$ cat src/rtl/can_err_limit_pkg.sv
package can_err_limit_pkg;

  // Edge events reported by the datapath to the control
  typedef struct packed {
    logic rise;
    logic fall;
  } flagEdge_t;

  // Strobes driven by the control into the datapath
  typedef struct packed {
    logic selHigh;   // compare against the high threshold
    logic clearHist; // clear flag and edge history
  } ctlStrobe_t;

endpackage

$ cat src/rtl/can_err_limit_dp.sv
module can_err_limit_dp
  import can_err_limit_pkg::*;
#(
  parameter int CntWidth  = 8,
  parameter int LimitLow  = 96,
  parameter int LimitHigh = 128
) (
  input  logic                clk,
  input  logic                rst,
  input  logic [CntWidth-1:0] txCnt,
  input  logic [CntWidth-1:0] rxCnt,
  input  ctlStrobe_t          strobe,
  output logic                flag,
  output flagEdge_t           edgeEvt
);

  localparam logic [CntWidth-1:0] LimLo = CntWidth'(LimitLow);
  localparam logic [CntWidth-1:0] LimHi = CntWidth'(LimitHigh);

  logic [CntWidth-1:0] limit;
  logic                txOver;
  logic                rxOver;
  logic                prevFlag;

  assign limit  = strobe.selHigh ? LimHi : LimLo;
  assign txOver = txCnt >= limit;
  assign rxOver = rxCnt >= limit;

  always_ff @(posedge clk) begin
    if (rst || strobe.clearHist) begin
      flag     <= 1'b0;
      prevFlag <= 1'b0;
    end else begin
      flag     <= txOver | rxOver;
      prevFlag <= flag;
    end
  end

  assign edgeEvt.rise = flag & ~prevFlag;
  assign edgeEvt.fall = ~flag & prevFlag;


  high_limit_sets_chk: assert property (@(posedge clk) disable iff (rst)
    (txCnt >= LimHi || rxCnt >= LimHi) |=> flag);


  below_low_clears_chk: assert property (@(posedge clk) disable iff (rst)
    (txCnt < LimLo && rxCnt < LimLo) |=> !flag);


  below_high_sel_chk: assert property (@(posedge clk) disable iff (rst)
    (strobe.selHigh && txCnt < LimHi && rxCnt < LimHi) |=> !flag);

endmodule

$ cat src/rtl/can_err_limit_ctl.sv
module can_err_limit_ctl
  import can_err_limit_pkg::*;
(
  input  logic       clk,
  input  logic       rst,
  input  logic       limitSel,
  input  logic       errIntEn,
  input  logic       modIntEn,
  input  logic       globIntEn,
  input  flagEdge_t  edgeEvt,
  output ctlStrobe_t strobe,
  output logic       irq
);

  logic enAll;
  logic irqEvent;

  assign strobe.selHigh   = limitSel;
  assign strobe.clearHist = 1'b0;

  assign enAll    = errIntEn & modIntEn & globIntEn;
  assign irqEvent = edgeEvt.rise | (limitSel & edgeEvt.fall);

  always_ff @(posedge clk) begin
    if (rst) irq <= 1'b0;
    else     irq <= enAll & irqEvent;
  end


  enable_gate_chk: assert property (@(posedge clk) disable iff (rst)
    !(errIntEn && modIntEn && globIntEn) |=> !irq);


  low_mode_fall_chk: assert property (@(posedge clk) disable iff (rst)
    (!limitSel && edgeEvt.fall && !edgeEvt.rise) |=> !irq);

endmodule

$ cat src/rtl/can_err_limit_mon.sv
module can_err_limit_mon
  import can_err_limit_pkg::*;
#(
  parameter int CntWidth  = 8,
  parameter int LimitLow  = 96,
  parameter int LimitHigh = 128
) (
  input  logic                clk,
  input  logic                rst,
  input  logic [CntWidth-1:0] txErrCnt,
  input  logic [CntWidth-1:0] rxErrCnt,
  input  logic                limitSel,
  input  logic                errIntEn,
  input  logic                modIntEn,
  input  logic                globIntEn,
  output logic                errLimitFlag,
  output logic                errIrq
);

  ctlStrobe_t strobe;
  flagEdge_t  edgeEvt;

  can_err_limit_dp #(
    .CntWidth (CntWidth),
    .LimitLow (LimitLow),
    .LimitHigh(LimitHigh)
  ) u_dp (
    .clk    (clk),
    .rst    (rst),
    .txCnt  (txErrCnt),
    .rxCnt  (rxErrCnt),
    .strobe (strobe),
    .flag   (errLimitFlag),
    .edgeEvt(edgeEvt)
  );

  can_err_limit_ctl u_ctl (
    .clk      (clk),
    .rst      (rst),
    .limitSel (limitSel),
    .errIntEn (errIntEn),
    .modIntEn (modIntEn),
    .globIntEn(globIntEn),
    .edgeEvt  (edgeEvt),
    .strobe   (strobe),
    .irq      (errIrq)
  );


  irq_follows_change_chk: assert property (@(posedge clk) disable iff (rst)
    errIrq |-> ($past(errLimitFlag) != $past(errLimitFlag, 2)));


  no_irq_after_reset_chk: assert property (@(posedge clk) disable iff (rst)
    $past(rst) |-> !errIrq);

endmodule

$ cat config.mk
export PLATFORM = sky130hd
export DESIGN_NAME = can_err_limit_mon
export DESIGN_NICKNAME = d
export VERILOG_FILES = /design/src/rtl/can_err_limit_pkg.sv /design/src/rtl/can_err_limit_dp.sv /design/src/rtl/can_err_limit_ctl.sv /design/src/rtl/can_err_limit_mon.sv
export SDC_FILE = /design/constraint.sdc
export NUM_CORES = 1
export LEC_CHECK = 0
export ABC_AREA = 1
export BUFFER_PORTS_ARGS = -buffer_cell sky130_fd_sc_hd__buf_2
export CAP_MARGIN = 30
export CORE_AREA = 2 2 39 41
export DETAILED_ROUTE_END_ITERATION = 16
export DIE_AREA = 0 0 41 43
export MAX_ROUTING_LAYER = met4
export PLACE_DENSITY = 0.61
export SLEW_MARGIN = 20
export SYNTH_ARGS = -nofsm -noshare
export SYNTH_HDL_FRONTEND = slang
export SYNTH_HIERARCHICAL = 1
export SYNTH_SLANG_ARGS = --single-unit
$ cat constraint.sdc
create_clock -name clk -period 3.1 [get_ports clk]
set_clock_uncertainty 0.05 [all_clocks]
set_input_delay 0.155 -clock clk [delete_from_list [all_inputs] [get_ports clk]]
set_output_delay 0.155 -clock clk [all_outputs]
set_load 0.01 [all_outputs]
==> flow_metrics.py, run 1 <==
metrics = {
    "logic_synthesis": {
        "yosysUniqueCellTypes": 10,
        "async_flop_share_pct": 0,
        "syn_area_per_cell_um2": 5.52,
        "synthTopCellsByCount": "inv_1 (18), nand2_1 (17), nor2_1 (15), ha_1 (6), dfxtp_1 (3)",
        "yosys.area.top_type": "ha_1",
        "synthFlopType": "dfxtp_1",
        "synth_cells": 65,
        "yosys_warnings": 6,
        "ys_seq_area_share_pct": 16.7,
        "yosysMostFrequentCell": "inv_1",
        "synthesis.area_um2": 359,
        "ys_seq_elements": 3,
        "synth_fp_nets": 93,
        "netlist.area_leader.share_pct": 20.9,
        "synth_edf_count": 0,
        "synth.area.top_cells": "ha_1 (21%), inv_1 (19%), nand2_1 (18%), dfxtp_1 (17%), nor2_1 (16%)",
    },
    "layout": {
        "final_nets": 119,
        "final_cells": 106,
        "fillCellCount": 161,
        "final_core_util_pct": 36.5,
        "drive_gt1_share_pct": 31.1,
        "n_antenna_cell": 0,
        "syn_to_final_growth_pct": 40.8,
    },
    "run": {
        "cap_viol_max_count": 0,
    },
    "place": {
        "dp_hpwl_um": 632,
        "dp.cells": 102,
        "place_congestion": 0.675,
        "port_buffers": 23,
    },
    "timing": {
        "final.setup.tns_ns": 0,
        "hold_slack_ns": 0.129,
        "finalHoldViolCount": 0,
        "slew_viol_final": 0,
        "rsz0062_at_grt": "false",
        "finalSetupViolCount": 0,
        "finalCritPeriodShare_pct": 32.9,
        "fmax_mhz": 980,
        "final.min_clock_period_ns": 1.02,
    },
    "min_path": {
        "hp-start": "rst",
        "hold_path_class": "in -> reg",
    },
    "detailed_routing": {
        "viasPerCell": 3.85,
        "wl_per_cell_um": 6.45,
        "drcViolationCount": 0,
        "ant_nets": 0,
        "num_vias": 408,
        "drt_iter0_markers": 4,
        "dr.pass1.iters": 4,
        "wl_um": 684,
    },
    "clocking": {
        "h-tree-depth": 1,
        "ctsHoldBuffers": 0,
        "clk_pin_slew_worst_paths_ns": 0.04,
        "cts_num_sinks": 3,
        "cts_buffers": 3,
        "clockBufferDepth": 2,
        "cts_tree": "yes",
        "cts-resized-gates": 0,
        "insertion_delay_ns": 0.23,
        "cts_post_setup_buffers_inserted": 0,
        "root_buffer": "clkbuf_4",
    },
    "setup_path": {
        "crit_required_ns": 3.17,
        "worstSetupStartpoint": "limitSel",
        "critical_path_arrival_ns": 1.09,
        "endpoint_kind": "register",
        "critical-path-slowest-cell": "ha_1",
        "reg2reg_from": "u_dp/flag",
        "max_stage_delay_ns": 0.32,
        "path_class": "in -> reg",
        "cp_cell_sequence": "buf_2 > inv_1 > ha_1 > nand2_1 > nor2_1 > nor2_1 > nand2_1 > nor2_1 > nor2_1",
        "critPathLaunchType": "primary input",
        "crit_path_frequent_cell": "nor2_1",
        "cp_max_fo": 4,
    },
    "power": {
        "ir_drop_mv": 0.130,
        "leakagePower_nw": 0.349,
        "p_total_mw": 0.150,
        "pwr_density_cell_nw_per_um2": 297,
    },
    "floorplan": {
        "die_w_um": 41,
        "start_util_pct": 25.9,
        "core_area_um2": 1380,
        "die-area_um2": 1760,
        "rows": 14,
        "dieHeight_um": 43,
        "num_io_pins": 24,
    },
    "run_status": {
        "status": "finished, final reports clean",
    },
    "global_routing": {
        "grt_pass1_vias": 380,
        "grt_usage_pct": 10.2,
        "overflow": 0,
        "grt_max_degree": 5,
        "antenna_found_initial": 0,
        "grt_pass1_wl_mm": 1.24,
    },
}
-- cell type report --
type,instances,area (um2),share of cell area [%]
multi-input combinational,42,216,42.8
timing repair buffer,23,115,22.8
inverter,18,67.6,13.4
sequential,3,60.1,11.9
clock buffer,4,26.3,5.20
tap,16,20.0,3.96
-- power breakdown --
| part | internal [mW] | leakage [nW] | switching [mW] |
|---|---|---|---|
| registers | 0.0403 | 0.0245 | 0.000865 |
| logic | 0.0213 | 0.310 | 0.0202 |
| clock network | 0.0482 | 0.0150 | 0.0191 |
| total | 0.110 | 0.349 | 0.0401 |
-- registers in the layout, indices dropped and copies added (netlist names) --
register / cells
u_ctl/irq: 1
u_dp/flag: 1
u_dp/prevFlag: 1
-- layout by cell type (no fill, tap or decap), types with 3 or more instances in the layout --
| master | count |
|---|---|
| buf_2 | 23 |
| dfxtp_1 | 3 |
| ha_1 | 6 |
| inv_1 | 18 |
| nand2_1 | 17 |
| clkbuf_4 | 3 |
| nor2_1 | 15 |
-- worst paths after layout --
| path | endpoint | slack, ns | depth (start not counted) |
|---|---|---|---|
| hold / removal | u_ctl/irq | 0.13 | 4 |
| hold reg to reg | u_dp/prevFlag | 0.42 | 2 |
| setup / recovery | u_dp/flag | 2.08 | 9 |
| setup reg to reg | u_ctl/irq | 2.36 | 4 |
-- logic make-up (layout without fill, tap and decap cells) --
logic type,Yosys count,after routing,share of synthesized area [%]
AOI/OAI and AO/OA,1,1,1.39
adders and majority gates,6,6,20.9
buffers and inverters,20,45,23.0
DFF,3,3,16.7
other,1,1,1.04
and+or+nand+nor,34,34,36.9
-- metrics by stage --
step | setup slack (ns) | instance area, um2
2_1_floorplan | 1.95 | 359
3_3_place_gp | 1.86 | 479
3_5_place_dp | 1.81 | 479
4_1_cts | 2.06 | 505
5_1_grt | 1.94 | 505
6_report | 2.08 | 505
-- critical path, delay by kind of cell --
family	cells	cell delay, ns
buffers and inverters	2	0.20
adder cells (fa/ha/maj)	1	0.32
AND/OR/NAND/NOR	6	0.41
-- layer usage --
metal,share of wire (%),vias up,GRT usage (%)
met3,5.3,0,4.71
met2,53,11,17.2
met4,0,0,2.00
li1,-,229,-
met1,42,168,10.3
met5,0,-,-
Note: power is estimated with default switching activity, not from simulation.
==> inputs of run 2 (changes only) <==
--- a/config.mk
+++ b/config.mk
@@ -12,7 +12,7 @@
 export DETAILED_ROUTE_END_ITERATION = 16
 export DIE_AREA = 0 0 41 43
 export MAX_ROUTING_LAYER = met4
-export PLACE_DENSITY = 0.61
+export PLACE_DENSITY = 0.63
 export SLEW_MARGIN = 20
 export SYNTH_ARGS = -nofsm -noshare
 export SYNTH_HDL_FRONTEND = slang
==> constraint.sdc (replaced) <==
create_clock -name clk -period 0.9 [get_ports clk]
set_clock_uncertainty 0.05 [all_clocks]
set_input_delay 0.045 -clock clk [delete_from_list [all_inputs] [get_ports clk]]
set_output_delay 0.045 -clock clk [all_outputs]
set_load 0.01 [all_outputs]
==> flow_metrics.py, run 2 (synthesized netlist as in run 1, its figures left out) <==
metrics = {
    "layout": {
        "drive_gt1_share_pct": 38.9,
        "final_common_cell": "buf_2",
        "final_nets": 119,
        "final_cell_mix": "buf_2 (22), inv_1 (17), nand2_1 (16)",
        "multiInputGateArea_um2": 272,
        "regArea_um2": 60.1,
        "fillCellCount": 163,
        "n_antenna_cell": 0,
        "reg_top3": "u_ctl/irq x1, u_dp/flag x1, u_dp/prevFlag x1",
        "syn_to_final_growth_pct": 58.2,
    },
    "global_routing": {
        "grt_max_degree": 5,
        "grt_usage_pct": 9.46,
        "grt_pass1_vias": 346,
        "antenna_found_initial": 0,
        "overflow": 0,
        "grt_pass1_wl_mm": 1.09,
    },
    "detailed_routing": {
        "wl_um": 697,
        "drcViolationCount": 0,
        "wl_per_cell_um": 6.58,
        "dr.pass1.iters": 1,
        "ant_nets": 0,
        "drt_iter0_markers": 0,
        "viasPerCell": 3.79,
        "num_vias": 402,
    },
    "timing": {
        "slew_viol_final": 0,
        "final.setup.tns_ns": 0,
        "finalSetupViolCount": 0,
        "hold_slack_ns": 0.0290,
        "rsz0062_at_grt": "false",
        "final.min_clock_period_ns": 0.812,
        "fmax_mhz": 1230,
        "finalCritPeriodShare_pct": 90.3,
        "finalHoldViolCount": 0,
    },
    "floorplan": {
        "die-area_um2": 1760,
        "die_w_um": 41,
        "rows": 14,
        "start_util_pct": 25.9,
        "core_area_um2": 1380,
        "dieHeight_um": 43,
        "num_io_pins": 24,
    },
    "clocking": {
        "ctsHoldBuffers": 0,
        "cts_num_sinks": 3,
        "insertion_delay_ns": 0.23,
        "clockBufferDepth": 2,
        "clk_pin_slew_worst_paths_ns": 0.04,
        "h-tree-depth": 1,
        "root_buffer": "clkbuf_4",
        "cts_buffers": 3,
        "cts_tree": "yes",
    },
    "setup_path": {
        "cp_max_fo": 4,
        "endpoint_kind": "register",
        "critical_path_arrival_ns": 0.89,
        "crit_required_ns": 0.97,
        "path_class": "in -> reg",
        "critPathLaunchType": "primary input",
    },
    "min_path": {
        "hold_path_class": "in -> reg",
    },
    "place": {
        "dp_hpwl_um": 641,
        "place_congestion": 0.698,
        "port_buffers": 23,
    },
    "run": {
        "cap_viol_max_count": 0,
    },
    "power": {
        "leakagePower_nw": 0.351,
        "pwr_density_cell_nw_per_um2": 961,
        "ir_drop_mv": 0.439,
    },
    "run_status": {
        "status": "finished, final reports clean",
    },
}
-- run 2: cell counts in the layout (fill, tap and decap cells not counted) --
Identical to the previous run, type by type.
-- run 2: routing by layer --
| layer | vias up | GRT usage (%) | part of all wire (%) |
|---|---|---|---|
| met5 | - | - | 0 |
| met4 | 0 | 6.00 | 0 |
| met3 | 0 | 3.14 | 6.2 |
| met2 | 10 | 16.9 | 52 |
| met1 | 163 | 7.37 | 41 |
| li1 | 229 | - | - |
-- run 2: worst paths after layout --
| path | startpoint | to | slack, ns | depth (start not counted) |
|---|---|---|---|---|
| worst max-delay path | limitSel | u_dp/flag | 0.09 | 9 |
| worst min-delay path | rst | u_ctl/irq | 0.03 | 4 |
| worst max register to register | u_dp/flag | u_ctl/irq | 0.15 | 4 |
| worst min register to register | u_dp/flag | u_dp/prevFlag | 0.42 | 2 |
-- run 2: critical path, cell delays in order --
cell and delay [ns]:
buf_4 0.15, inv_6 0.06, ha_4 0.23, nand2_1 0.06, inv_1 0.03, nor2_1 0.11, nand2_1 0.07, nor2_1 0.09
nor2_1 0.04
-- run 2: metrics by stage --
step / area [um2] / utilization [%] / cells / worst slack [ns] / total power, mW
final: 568 / 41.0 / 106 / 0.0876 / 0.546
after global routing: 568 / 41.0 / 106 / 0.00556 / 0.583
after CTS: 563 / 40.7 / 106 / 0.00623 / 0.553
after detailed placement: 537 / 38.8 / 102 / -0.216 / 0.318
after global placement: 537 / 38.8 / 102 / -0.206 / 0.315
after floorplan: 429 / - / 65 / -0.0115 / 0.258
-- run 2: area by class of cell --
cell class                      instances  share of cell area (%)
Inverter                               18                    12.8
Sequential cell                         3                    10.6
Tap cell                               16                    3.52
Timing Repair Buffer                   23                    20.7
Clock buffer                            4                    4.63
Multi-Input combinational cell         42                    47.8
-- run 2: report_power, final --
group | leakage (nW) | switching (mW) | internal [mW]
combinational | 0.312 | 0.0837 | 0.0899
sequential | 0.0245 | 0.00275 | 0.139
clock | 0.0150 | 0.0648 | 0.166
-- run 2: what timing repair did --
action                                 4_1_cts  5_1_grt
endpoints found under the hold margin        0        0
resized for setup                            0        3
setup buffers                                0        0
setup endpoints to repair                    0        1
==> inputs of run 3 (changes only) <==
--- a/config.mk
+++ b/config.mk
@@ -6,7 +6,7 @@
 export NUM_CORES = 1
 export LEC_CHECK = 0
 export ABC_AREA = 1
-export BUFFER_PORTS_ARGS = -buffer_cell sky130_fd_sc_hd__buf_2
+export BUFFER_PORTS_ARGS = -buffer_cell sky130_fd_sc_hd__clkbuf_2
 export CAP_MARGIN = 30
 export CORE_AREA = 2 2 39 41
 export DETAILED_ROUTE_END_ITERATION = 16
==> flow_metrics.py, run 3 (synthesized netlist as in run 1, its figures left out) <==
metrics = {
    "power": {
        "clkPwrFrac_pct": 43.0,
        "ir_drop_mv": 0.394,
        "leakagePower_nw": 0.354,
        "p_int_mw": 0.393,
        "power.switching_mw": 0.158,
        "pwr_density_cell_nw_per_um2": 975,
        "sequentialPowerShare_pct": 25.7,
        "combPwrFrac_pct": 31.3,
        "switching_share_pct": 28.7,
    },
    "place": {
        "port_buffers": 23,
        "place_congestion": 0.680,
        "dp_hpwl_um": 649,
        "dp.cells": 102,
    },
    "min_path": {
        "hold_path_class": "in -> reg",
        "min_path_cells": 4,
        "hp-start": "rst",
    },
    "detailed_routing": {
        "viasPerCell": 3.73,
        "ant_nets": 0,
        "drt_iter0_markers": 2,
        "num_vias": 395,
        "drcViolationCount": 0,
        "dr.pass1.iters": 2,
        "wl_per_cell_um": 6.90,
        "wl_um": 731,
    },
    "clocking": {
        "cts_post_setup_buffers_inserted": 0,
        "cts_num_sinks": 3,
        "h-tree-depth": 1,
        "clk_pin_slew_worst_paths_ns": 0.04,
        "clockBufferDepth": 2,
        "cts_tree": "yes",
        "insertion_delay_ns": 0.23,
        "cts_buffers": 3,
        "ctsHoldBuffers": 0,
        "root_buffer": "clkbuf_4",
    },
    "layout": {
        "n_antenna_cell": 0,
        "final_nets": 119,
        "drive_gt1_share_pct": 37.8,
        "final_cell_mix": "clkbuf_2 (22), inv_1 (17), nand2_1 (16)",
        "syn_to_final_growth_pct": 57.5,
        "reg_top3": "u_ctl/irq x1, u_dp/flag x1, u_dp/prevFlag x1",
        "final_common_cell": "clkbuf_2",
        "final_cells": 106,
    },
    "setup_path": {
        "cp_cell_sequence": "buf_4 > inv_6 > ha_4 > nand2_1 > inv_1 > nor2_1 > nand2_1 > nor2_1 > nor2_1",
        "critical-path-slowest-cell": "ha_4",
        "reg2regPathDepth": 4,
        "critical_path_arrival_ns": 0.90,
        "worstSetupStartpoint": "limitSel",
        "path_buf_inv": 3,
        "crit_required_ns": 0.98,
        "crit_path_frequent_cell": "nor2_1",
        "path_class": "in -> reg",
        "endpoint_kind": "register",
        "cp.depth": 9,
        "cp_max_fo": 4,
        "critPathLaunchType": "primary input",
        "max_stage_delay_ns": 0.23,
        "reg2reg_from": "u_dp/flag",
        "critPathTopFamily": "simple AND/OR/NAND/NOR gates",
    },
    "run_status": {
        "status": "finished, final reports clean",
    },
    "global_routing": {
        "overflow": 0,
        "antenna_found_initial": 0,
        "grt_pass1_wl_mm": 1.12,
        "grt_usage_pct": 10.3,
        "grt_pass1_vias": 350,
        "grt_max_degree": 5,
    },
    "floorplan": {
        "rows": 14,
        "dieHeight_um": 43,
        "start_util_pct": 25.9,
        "core_area_um2": 1380,
        "die_w_um": 41,
        "die-area_um2": 1760,
        "num_io_pins": 24,
    },
    "timing": {
        "slew_viol_final": 0,
        "hold_slack_ns": 0.0209,
        "finalCritPeriodShare_pct": 92.0,
        "finalSetupViolCount": 0,
        "finalHoldViolCount": 0,
        "fmax_mhz": 1210,
        "rsz0062_at_grt": "false",
        "final.min_clock_period_ns": 0.828,
    },
    "run": {
        "cap_viol_max_count": 0,
    },
}
==> run 3: cell count changes in the layout (fill, tap and decap cells not counted), sizes merged <==
cell and delta:
buf -22, clkbuf +22
==> run 3: layer usage <==
layer,global-route usage [%],wire [um],up-vias,share of wire [%]
li1,-,-,231,-
met1,7.69,288,154,39
met2,18.1,400,10,55
met3,3.14,42,0,5.7
met4,8.00,0,0,0
met5,-,0,-,0
==> run 3: through the flow <==
step                setup WS [ns]  power, mW  setup TNS (ns)  instance area (um2)  util, %
floorplan                 -0.0115      0.258         -0.0115                  429        -
global placement           -0.221      0.315          -0.221                  537     38.8
detailed placement         -0.227      0.319          -0.227                  537     38.8
CTS                        0.0111      0.563               0                  563     40.7
global route               0.0145      0.599               0                  566     40.9
finish                     0.0717      0.552               0                  566     40.9
==> run 3: path summary, 6_finish.rpt <==
check / to / slack, ns
max: u_dp/flag / 0.07
min: u_ctl/irq / 0.02
max reg2reg: u_ctl/irq / 0.14
min reg2reg: u_dp/prevFlag / 0.42
==> run 3: final cells by class <==
cell class,count,area (um2)
clock buffers,4,26.3
fillers,158,818
inverters,18,72.6
multi-input cells,42,269
flip-flops and latches,3,60.1
well taps,16,20.0
repair buffers,23,118
==> run 3: tightest hold or removal path: cells and delay by family <==
kind	cells	cell delay (ns)
simple gates	3	0.12
buf+inv	1	0.09
==> run 3: what timing repair did <==
action,CTS,global route
endpoints found under the hold margin,0,0
setup endpoints to repair,0,1
gates resized for setup,0,3
==> run 3: power by group through the flow <==
stage	clock (mW)	combinational [mW]	sequential, mW
after floorplan	0	0.112	0.145
after global placement	0	0.171	0.144
after detailed placement	0	0.175	0.144
after CTS	0.246	0.176	0.142
after global routing	0.254	0.202	0.142
final	0.237	0.173	0.142
